--- src/rtl/i2csf_pkg.sv ---
package i2csf_pkg;
    localparam int NFLAG   = 4;
    localparam int FI_TXE  = 0;
    localparam int FI_TEND = 1;
    localparam int FI_RXF  = 2;
    localparam int FI_NACK = 3;

    typedef enum logic [1:0] {
        PH_IDLE = 2'd0,
        PH_ADDR = 2'd1,
        PH_DATA = 2'd2
    } phase_e;
endpackage

--- src/rtl/i2csf_flag_cell.sv ---
module i2csf_flag_cell (
    input  logic clk,
    input  logic rst_n,
    input  logic soft_rst,
    input  logic hw_set,
    input  logic hw_clr,
    input  logic stat_rd,
    input  logic sw_clr_req,
    output logic flag_o
);
    logic flag_q, flag_d;
    logic armed_q, armed_d;
    logic sw_clr_ok;

    assign sw_clr_ok = sw_clr_req && armed_q;

    // next-state logic
    always_comb begin
        flag_d  = flag_q;
        armed_d = armed_q;
        if (hw_set) begin
            flag_d  = 1'b1;
            armed_d = 1'b0;
        end else begin
            if (hw_clr || sw_clr_ok) flag_d = 1'b0;
            if (sw_clr_ok)           armed_d = 1'b0;
            else if (stat_rd)        armed_d = flag_q;
        end
    end

    // state register
    always_ff @(posedge clk or negedge rst_n) begin
        if (!rst_n) begin
            flag_q  <= 1'b0;
            armed_q <= 1'b0;
        end else if (soft_rst) begin
            flag_q  <= 1'b0;
            armed_q <= 1'b0;
        end else begin
            flag_q  <= flag_d;
            armed_q <= armed_d;
        end
    end

    assign flag_o = flag_q;


    soft_clear_chk: assert property (@(posedge clk) disable iff (!rst_n)
        soft_rst |=> !flag_q);

    set_wins_chk: assert property (@(posedge clk) disable iff (!rst_n)
        (hw_set && !soft_rst) |=> flag_q);

    unarmed_hold_chk: assert property (@(posedge clk) disable iff (!rst_n)
        (flag_q && !armed_q && !hw_clr && !soft_rst) |=> flag_q);
endmodule

--- src/rtl/i2csf_phase_fsm.sv ---
module i2csf_phase_fsm
    import i2csf_pkg::*;
(
    input  logic clk,
    input  logic rst_n,
    input  logic soft_rst,
    input  logic start_det,
    input  logic stop_det,
    input  logic addr_match,
    output logic addr_phase
);
    phase_e ph_q, ph_d;

    // transitions
    always_comb begin
        ph_d = ph_q;
        unique case (ph_q)
            PH_IDLE: begin
                if (stop_det)       ph_d = PH_IDLE;
                else if (start_det) ph_d = PH_ADDR;
            end
            PH_ADDR: begin
                if (stop_det)        ph_d = PH_IDLE;
                else if (start_det)  ph_d = PH_ADDR;
                else if (addr_match) ph_d = PH_DATA;
            end
            PH_DATA: begin
                if (stop_det)       ph_d = PH_IDLE;
                else if (start_det) ph_d = PH_ADDR;
            end
            default: ph_d = PH_IDLE;
        endcase
    end

    // state register
    always_ff @(posedge clk or negedge rst_n) begin
        if (!rst_n)        ph_q <= PH_IDLE;
        else if (soft_rst) ph_q <= PH_IDLE;
        else               ph_q <= ph_d;
    end

    // outputs
    always_comb begin
        addr_phase = (ph_q == PH_ADDR);
    end


    stop_to_idle_chk: assert property (@(posedge clk) disable iff (!rst_n)
        stop_det |=> (ph_q == PH_IDLE));

    match_leaves_addr_chk: assert property (@(posedge clk) disable iff (!rst_n)
        (addr_phase && addr_match && !start_det) |=> !addr_phase);
endmodule

--- src/rtl/i2csf_evt_dec.sv ---
module i2csf_evt_dec
    import i2csf_pkg::*;
#(
    parameter int BIT_W = 4
) (
    input  logic             cfg_nack_susp,
    input  logic             cfg_rx_on_ninth,
    input  logic             scl_rise,
    input  logic [BIT_W-1:0] scl_bit,
    input  logic             ack_valid,
    input  logic             ack_nack,
    input  logic             start_det,
    input  logic             stop_det,
    input  logic             addr_match,
    input  logic             addr_phase,
    input  logic             mode_wr,
    input  logic             mode_wdata,
    input  logic             tx_mode,
    input  logic             txd_wr,
    input  logic             rxd_rd,
    input  logic [NFLAG-1:0] flags,
    output logic [NFLAG-1:0] set_v,
    output logic [NFLAG-1:0] clr_v,
    output logic             load_go,
    output logic             cap_go
);
    localparam logic [BIT_W-1:0] ACK_EDGE  = BIT_W'(9);
    localparam logic [BIT_W-1:0] BYTE_EDGE = BIT_W'(8);

    logic last_edge, rx_edge, nack_now, boundary;

    always_comb begin
        last_edge = scl_rise && (scl_bit == ACK_EDGE);
        rx_edge   = scl_rise && (scl_bit == (cfg_rx_on_ninth ? ACK_EDGE : BYTE_EDGE));
        nack_now  = ack_valid && ack_nack && tx_mode && cfg_nack_susp;
        boundary  = last_edge || start_det;
        load_go   = boundary && tx_mode && !flags[FI_TXE] && !flags[FI_NACK] && !nack_now;
        cap_go    = rx_edge && !tx_mode && !flags[FI_NACK];

        set_v[FI_TXE]  = load_go || (mode_wr && mode_wdata) || (addr_match && tx_mode);
        clr_v[FI_TXE]  = txd_wr || (mode_wr && !mode_wdata);
        set_v[FI_TEND] = last_edge && flags[FI_TXE];
        clr_v[FI_TEND] = txd_wr || stop_det;
        set_v[FI_RXF]  = cap_go || (addr_match && !tx_mode && addr_phase);
        clr_v[FI_RXF]  = rxd_rd;
        set_v[FI_NACK] = nack_now;
        clr_v[FI_NACK] = 1'b0;
    end
endmodule

--- src/rtl/i2c_stat_flags.sv ---
module i2c_stat_flags
    import i2csf_pkg::*;
#(
    parameter int BIT_W = 4
) (
    input  logic             clk,
    input  logic             rst_n,
    input  logic             soft_rst,
    input  logic             cfg_nack_susp,
    input  logic             cfg_rx_on_ninth,
    input  logic             scl_rise,
    input  logic [BIT_W-1:0] scl_bit,
    input  logic             ack_valid,
    input  logic             ack_nack,
    input  logic             start_det,
    input  logic             stop_det,
    input  logic             addr_match,
    input  logic             mode_wr,
    input  logic             mode_wdata,
    input  logic             txd_wr,
    input  logic             rxd_rd,
    input  logic             stat_rd,
    input  logic             stat_wr,
    input  logic [NFLAG-1:0] stat_wdata,
    output logic             tx_mode,
    output logic [NFLAG-1:0] stat_flags,
    output logic             shift_load,
    output logic             rx_capture,
    output logic             suspend
);
    logic [NFLAG-1:0] flags_q, set_v, clr_v;
    logic load_go, cap_go, addr_phase;
    logic mode_q, load_q, cap_q;

    i2csf_phase_fsm u_phase (
        .clk        (clk),
        .rst_n      (rst_n),
        .soft_rst   (soft_rst),
        .start_det  (start_det),
        .stop_det   (stop_det),
        .addr_match (addr_match),
        .addr_phase (addr_phase)
    );

    i2csf_evt_dec #(.BIT_W(BIT_W)) u_dec (
        .cfg_nack_susp   (cfg_nack_susp),
        .cfg_rx_on_ninth (cfg_rx_on_ninth),
        .scl_rise        (scl_rise),
        .scl_bit         (scl_bit),
        .ack_valid       (ack_valid),
        .ack_nack        (ack_nack),
        .start_det       (start_det),
        .stop_det        (stop_det),
        .addr_match      (addr_match),
        .addr_phase      (addr_phase),
        .mode_wr         (mode_wr),
        .mode_wdata      (mode_wdata),
        .tx_mode         (mode_q),
        .txd_wr          (txd_wr),
        .rxd_rd          (rxd_rd),
        .flags           (flags_q),
        .set_v           (set_v),
        .clr_v           (clr_v),
        .load_go         (load_go),
        .cap_go          (cap_go)
    );

    for (genvar k = 0; k < NFLAG; k++) begin : g_flag
        i2csf_flag_cell u_cell (
            .clk        (clk),
            .rst_n      (rst_n),
            .soft_rst   (soft_rst),
            .hw_set     (set_v[k]),
            .hw_clr     (clr_v[k]),
            .stat_rd    (stat_rd),
            .sw_clr_req (stat_wr && !stat_wdata[k]),
            .flag_o     (flags_q[k])
        );
    end

    // mode bit and strobe registers
    always_ff @(posedge clk or negedge rst_n) begin
        if (!rst_n) begin
            mode_q <= 1'b0;
            load_q <= 1'b0;
            cap_q  <= 1'b0;
        end else if (soft_rst) begin
            mode_q <= 1'b0;
            load_q <= 1'b0;
            cap_q  <= 1'b0;
        end else begin
            if (mode_wr) mode_q <= mode_wdata;
            load_q <= load_go;
            cap_q  <= cap_go;
        end
    end

    // outputs
    always_comb begin
        tx_mode    = mode_q;
        stat_flags = flags_q;
        shift_load = load_q;
        rx_capture = cap_q;
        suspend    = flags_q[FI_NACK];
    end


    load_pulse_chk: assert property (@(posedge clk) disable iff (!rst_n)
        shift_load |=> !shift_load);

    load_sets_txe_chk: assert property (@(posedge clk) disable iff (!rst_n)
        shift_load |-> stat_flags[FI_TXE]);

    susp_no_load_chk: assert property (@(posedge clk) disable iff (!rst_n)
        suspend |-> !shift_load);

    cap_sets_rxf_chk: assert property (@(posedge clk) disable iff (!rst_n)
        rx_capture |-> stat_flags[FI_RXF]);

    susp_no_cap_chk: assert property (@(posedge clk) disable iff (!rst_n)
        (suspend && !soft_rst) |=> !rx_capture);
endmodule

--- config.mk ---
export PLATFORM = sky130hd
export DESIGN_NAME = i2c_stat_flags
export DESIGN_NICKNAME = d
export VERILOG_FILES = /design/src/rtl/i2csf_pkg.sv /design/src/rtl/i2csf_flag_cell.sv /design/src/rtl/i2csf_phase_fsm.sv /design/src/rtl/i2csf_evt_dec.sv /design/src/rtl/i2c_stat_flags.sv
export SDC_FILE = /design/constraint.sdc
export NUM_CORES = 1
export LEC_CHECK = 0
export ABC_CLOCK_PERIOD_IN_PS = 3500
export BUFFER_PORTS_ARGS = -buffer_cell sky130_fd_sc_hd__buf_2
export CORE_MARGIN = 2
export CORE_UTILIZATION = 47
export CTS_BUF_LIST = sky130_fd_sc_hd__clkbuf_16
export CTS_CLUSTER_DIAMETER = 40
export DETAILED_ROUTE_END_ITERATION = 16
export PLACE_DENSITY = 0.86
export SLEW_MARGIN = 10
export SYNTH_ARGS = -nofsm -noshare
export SYNTH_HDL_FRONTEND = slang
export SYNTH_SLANG_ARGS = --single-unit
--- constraint.sdc ---
create_clock -name clk -period 3.5 [get_ports clk]
set_clock_uncertainty 0.2 [all_clocks]
set_input_delay 1.05 -clock clk [delete_from_list [all_inputs] [get_ports clk]]
set_output_delay 1.05 -clock clk [all_outputs]
set_load 0.02 [all_outputs]
==> flow_summary.toml <==
[grt]
antenna_found_initial = 0
track_usage = 0.1919
grt_pass1_wl_mm = 2.559
overflow = 0
grt_max_degree = 14
grt_pass1_vias = 574

[synth]
synth_seq_cells = 13
yosysWarnings = 0
synth_cells = 65
yosysSeqAreaShare = 0.4771
synthTopCellsByArea = "dfrtp_1, nand3b_1, mux2i_1, nor2_1, buf_4"
yosys.area.top_type = "dfrtp_1"
synth.net_count = 90
synth_cell_types = 27
syn_avg_cell_area_um2 = 10.49
synth_top_area_frac = 0.4771
syn-cell-area_um2 = 681.9

[sta]
maxSlewHeadroom = 0.7313
max_freq_mhz = 460.1
finalSetupViolCount = 0
finalHoldViolations = 0
drv_slew = 0
tightestPinTransition_ns = 0.3929
setup_tns_ns = 0
rsz0062_at_grt = "no"
fin_ws_ns = 1.327
fin_crit_ns = 2.173
fin_crit_sh = 0.6210

[drt]
wire_per_inst_um = 13.86
drt_pre_antenna_iters = 4
drtAntennaViolNets = 0
vias = 615
drc = 0
drt_iter0_drc = 15
drt_wl_total_mm = 1.538
viasPerCell = 5.541

[placement]
place_ws_ns = 1.270
place_area_um2 = 827.0
place_congestion = 0.8078
hpwl_mm = 1.164
numPortBuffers = 32

[min_path]
hold_class = "flop to flop"

[final_layout]
drive_above_1_share = 0.4063
num_antenna_cells = 0
design_area_um2 = 905.9
final_cell_mix = "buf_2, dfrtp_1, nor2_1"
nets = 122
final_common_cell = "buf_2"
fill_cells = 124
area_delta_synth_final_pct = 32.84

[power]
power_density_nw_per_um2 = 455.0
ir_drop_v = 0.0003227
p_leak_nw = 0.4602

[setup_path]
crit_chain = "buf_2"
cp_num_buf_inv = 1
worstPathMaxFanout = 7
worstSetupEndpointType = "output pin"
required_ns = 2.25
cpPeakStageDelay_ns = 0.47
worstPathArrival_ns = 0.92
cp-start-kind = "flop"
criticalPathCategory = "flop to output pin"
cp_top_family = "flip-flops"
crit_slowest_cell = "dfrtp_1"

[die]
std_cell_rows = 13
io_pins = 33
die_h_um = 42.09
die-area_um2 = 1772
start_util = 0.5113
fp.coreArea_um2 = 1334
fp.dieW_um = 42.09

[clocking]
root_buffer = "clkbuf_16"
hold_buffers = 0
cts_made_buffers = 3
cts_tree = "built"
clk_pin_slew_ns = 0.04
cts_max_level = 1
clock_sinks = 13
clock_path_buffers = 2
post_cts_buffers = 0
cts_resized = 0
clock_latency_ns = 0.24

[run]
timing.max_cap.violations = 0

[outcome]
outcome = "finished clean"
==> sequential cells by signal (all words and copies together) (netlist names) <==
register,cells
g_flag.u_cell.armed_q,4
g_flag.u_cell.flag_o,4
rx_capture,1
shift_load,1
tx_mode,1
u_phase.ph_q,2
==> area by class of cell <==
type	instances	area (um^2)	area share
sequential	13	325.3	0.3591
clock inverter	1	3.754	0.004144
multi-input combinational	46	319.1	0.3522
inverter	1	3.754	0.004144
tap	15	18.77	0.02072
clock buffer	3	75.07	0.08287
timing repair buffer	32	160.2	0.1768
==> logic make-up after synthesis <==
family / share of synthesized area
muxes: 0.09174
and+or+nand+nor: 0.2606
DFF: 0.4771
xor gates and xnor gates: 0.01285
buffers and inverters: 0.05504
AOI/OAI and AO/OA: 0.1028
==> layer usage <==
layer / wire length [um] / track usage / share of wire
met4: 23 / 0.07500 / 0.015
met5: 0 / 0 / 0
met1: 707 / 0.2601 / 0.46
met3: 97 / 0.05172 / 0.063
met2: 709 / 0.2906 / 0.46
==> per-stage QoR <==
stage | instances | power, W | hold slack, ns | utilization
detailed placement | 107 | 0.0002043 | 0.3167 | 0.6201
global route | 111 | 0.0004300 | 0.3449 | 0.6792
CTS | 111 | 0.0004158 | 0.3096 | 0.6792
finish | 111 | 0.0004122 | 0.3134 | 0.6792
global placement | 107 | 0.0002028 | 0.2788 | 0.6201
floorplan | 65 | 0.0001810 | 0.2622 | -
==> Yosys cell counts, drive strengths merged <==
master,instances
a2111oi,1
a211oi,1
a21oi,2
a22oi,1
a31oi,2
a32oi,1
and2,1
and4,1
and4bb,1
buf,5
dfrtp,13
inv,1
mux2,2
mux2i,4
nand2,3
nand2b,1
nand3,3
nand3b,6
nand4,1
nand4b,1
nor2,9
nor2b,1
nor4,1
nor4b,1
o2111ai,1
xnor2,1
==> power breakdown <==
group          switching [W]  leakage [nW]  internal (W)
sequential        0.00000460         0.179      0.000155
combinational      0.0000224         0.239     0.0000204
clock              0.0000599        0.0423      0.000150
total              0.0000868         0.460      0.000325
==> worst paths after layout <==
| kind | start | end | slack [ns] | cells past startpoint |
|---|---|---|---|---|
| max | tx_mode | tx_mode | 1.33 | 1 |
| min | u_phase.ph_q[1] | u_phase.ph_q[0] | 0.31 | 1 |
| max reg2reg | tx_mode | g_flag[2].u_cell.armed_q | 2.16 | 4 |
| min reg2reg | u_phase.ph_q[1] | u_phase.ph_q[0] | 0.31 | 1 |
| max in group asynchronous | rst_n | g_flag[1].u_cell.armed_q | 2.38 | 1 |
| min in group asynchronous | rst_n | tx_mode | 0.49 | 1 |
Note: power is estimated with default switching activity, not from simulation.
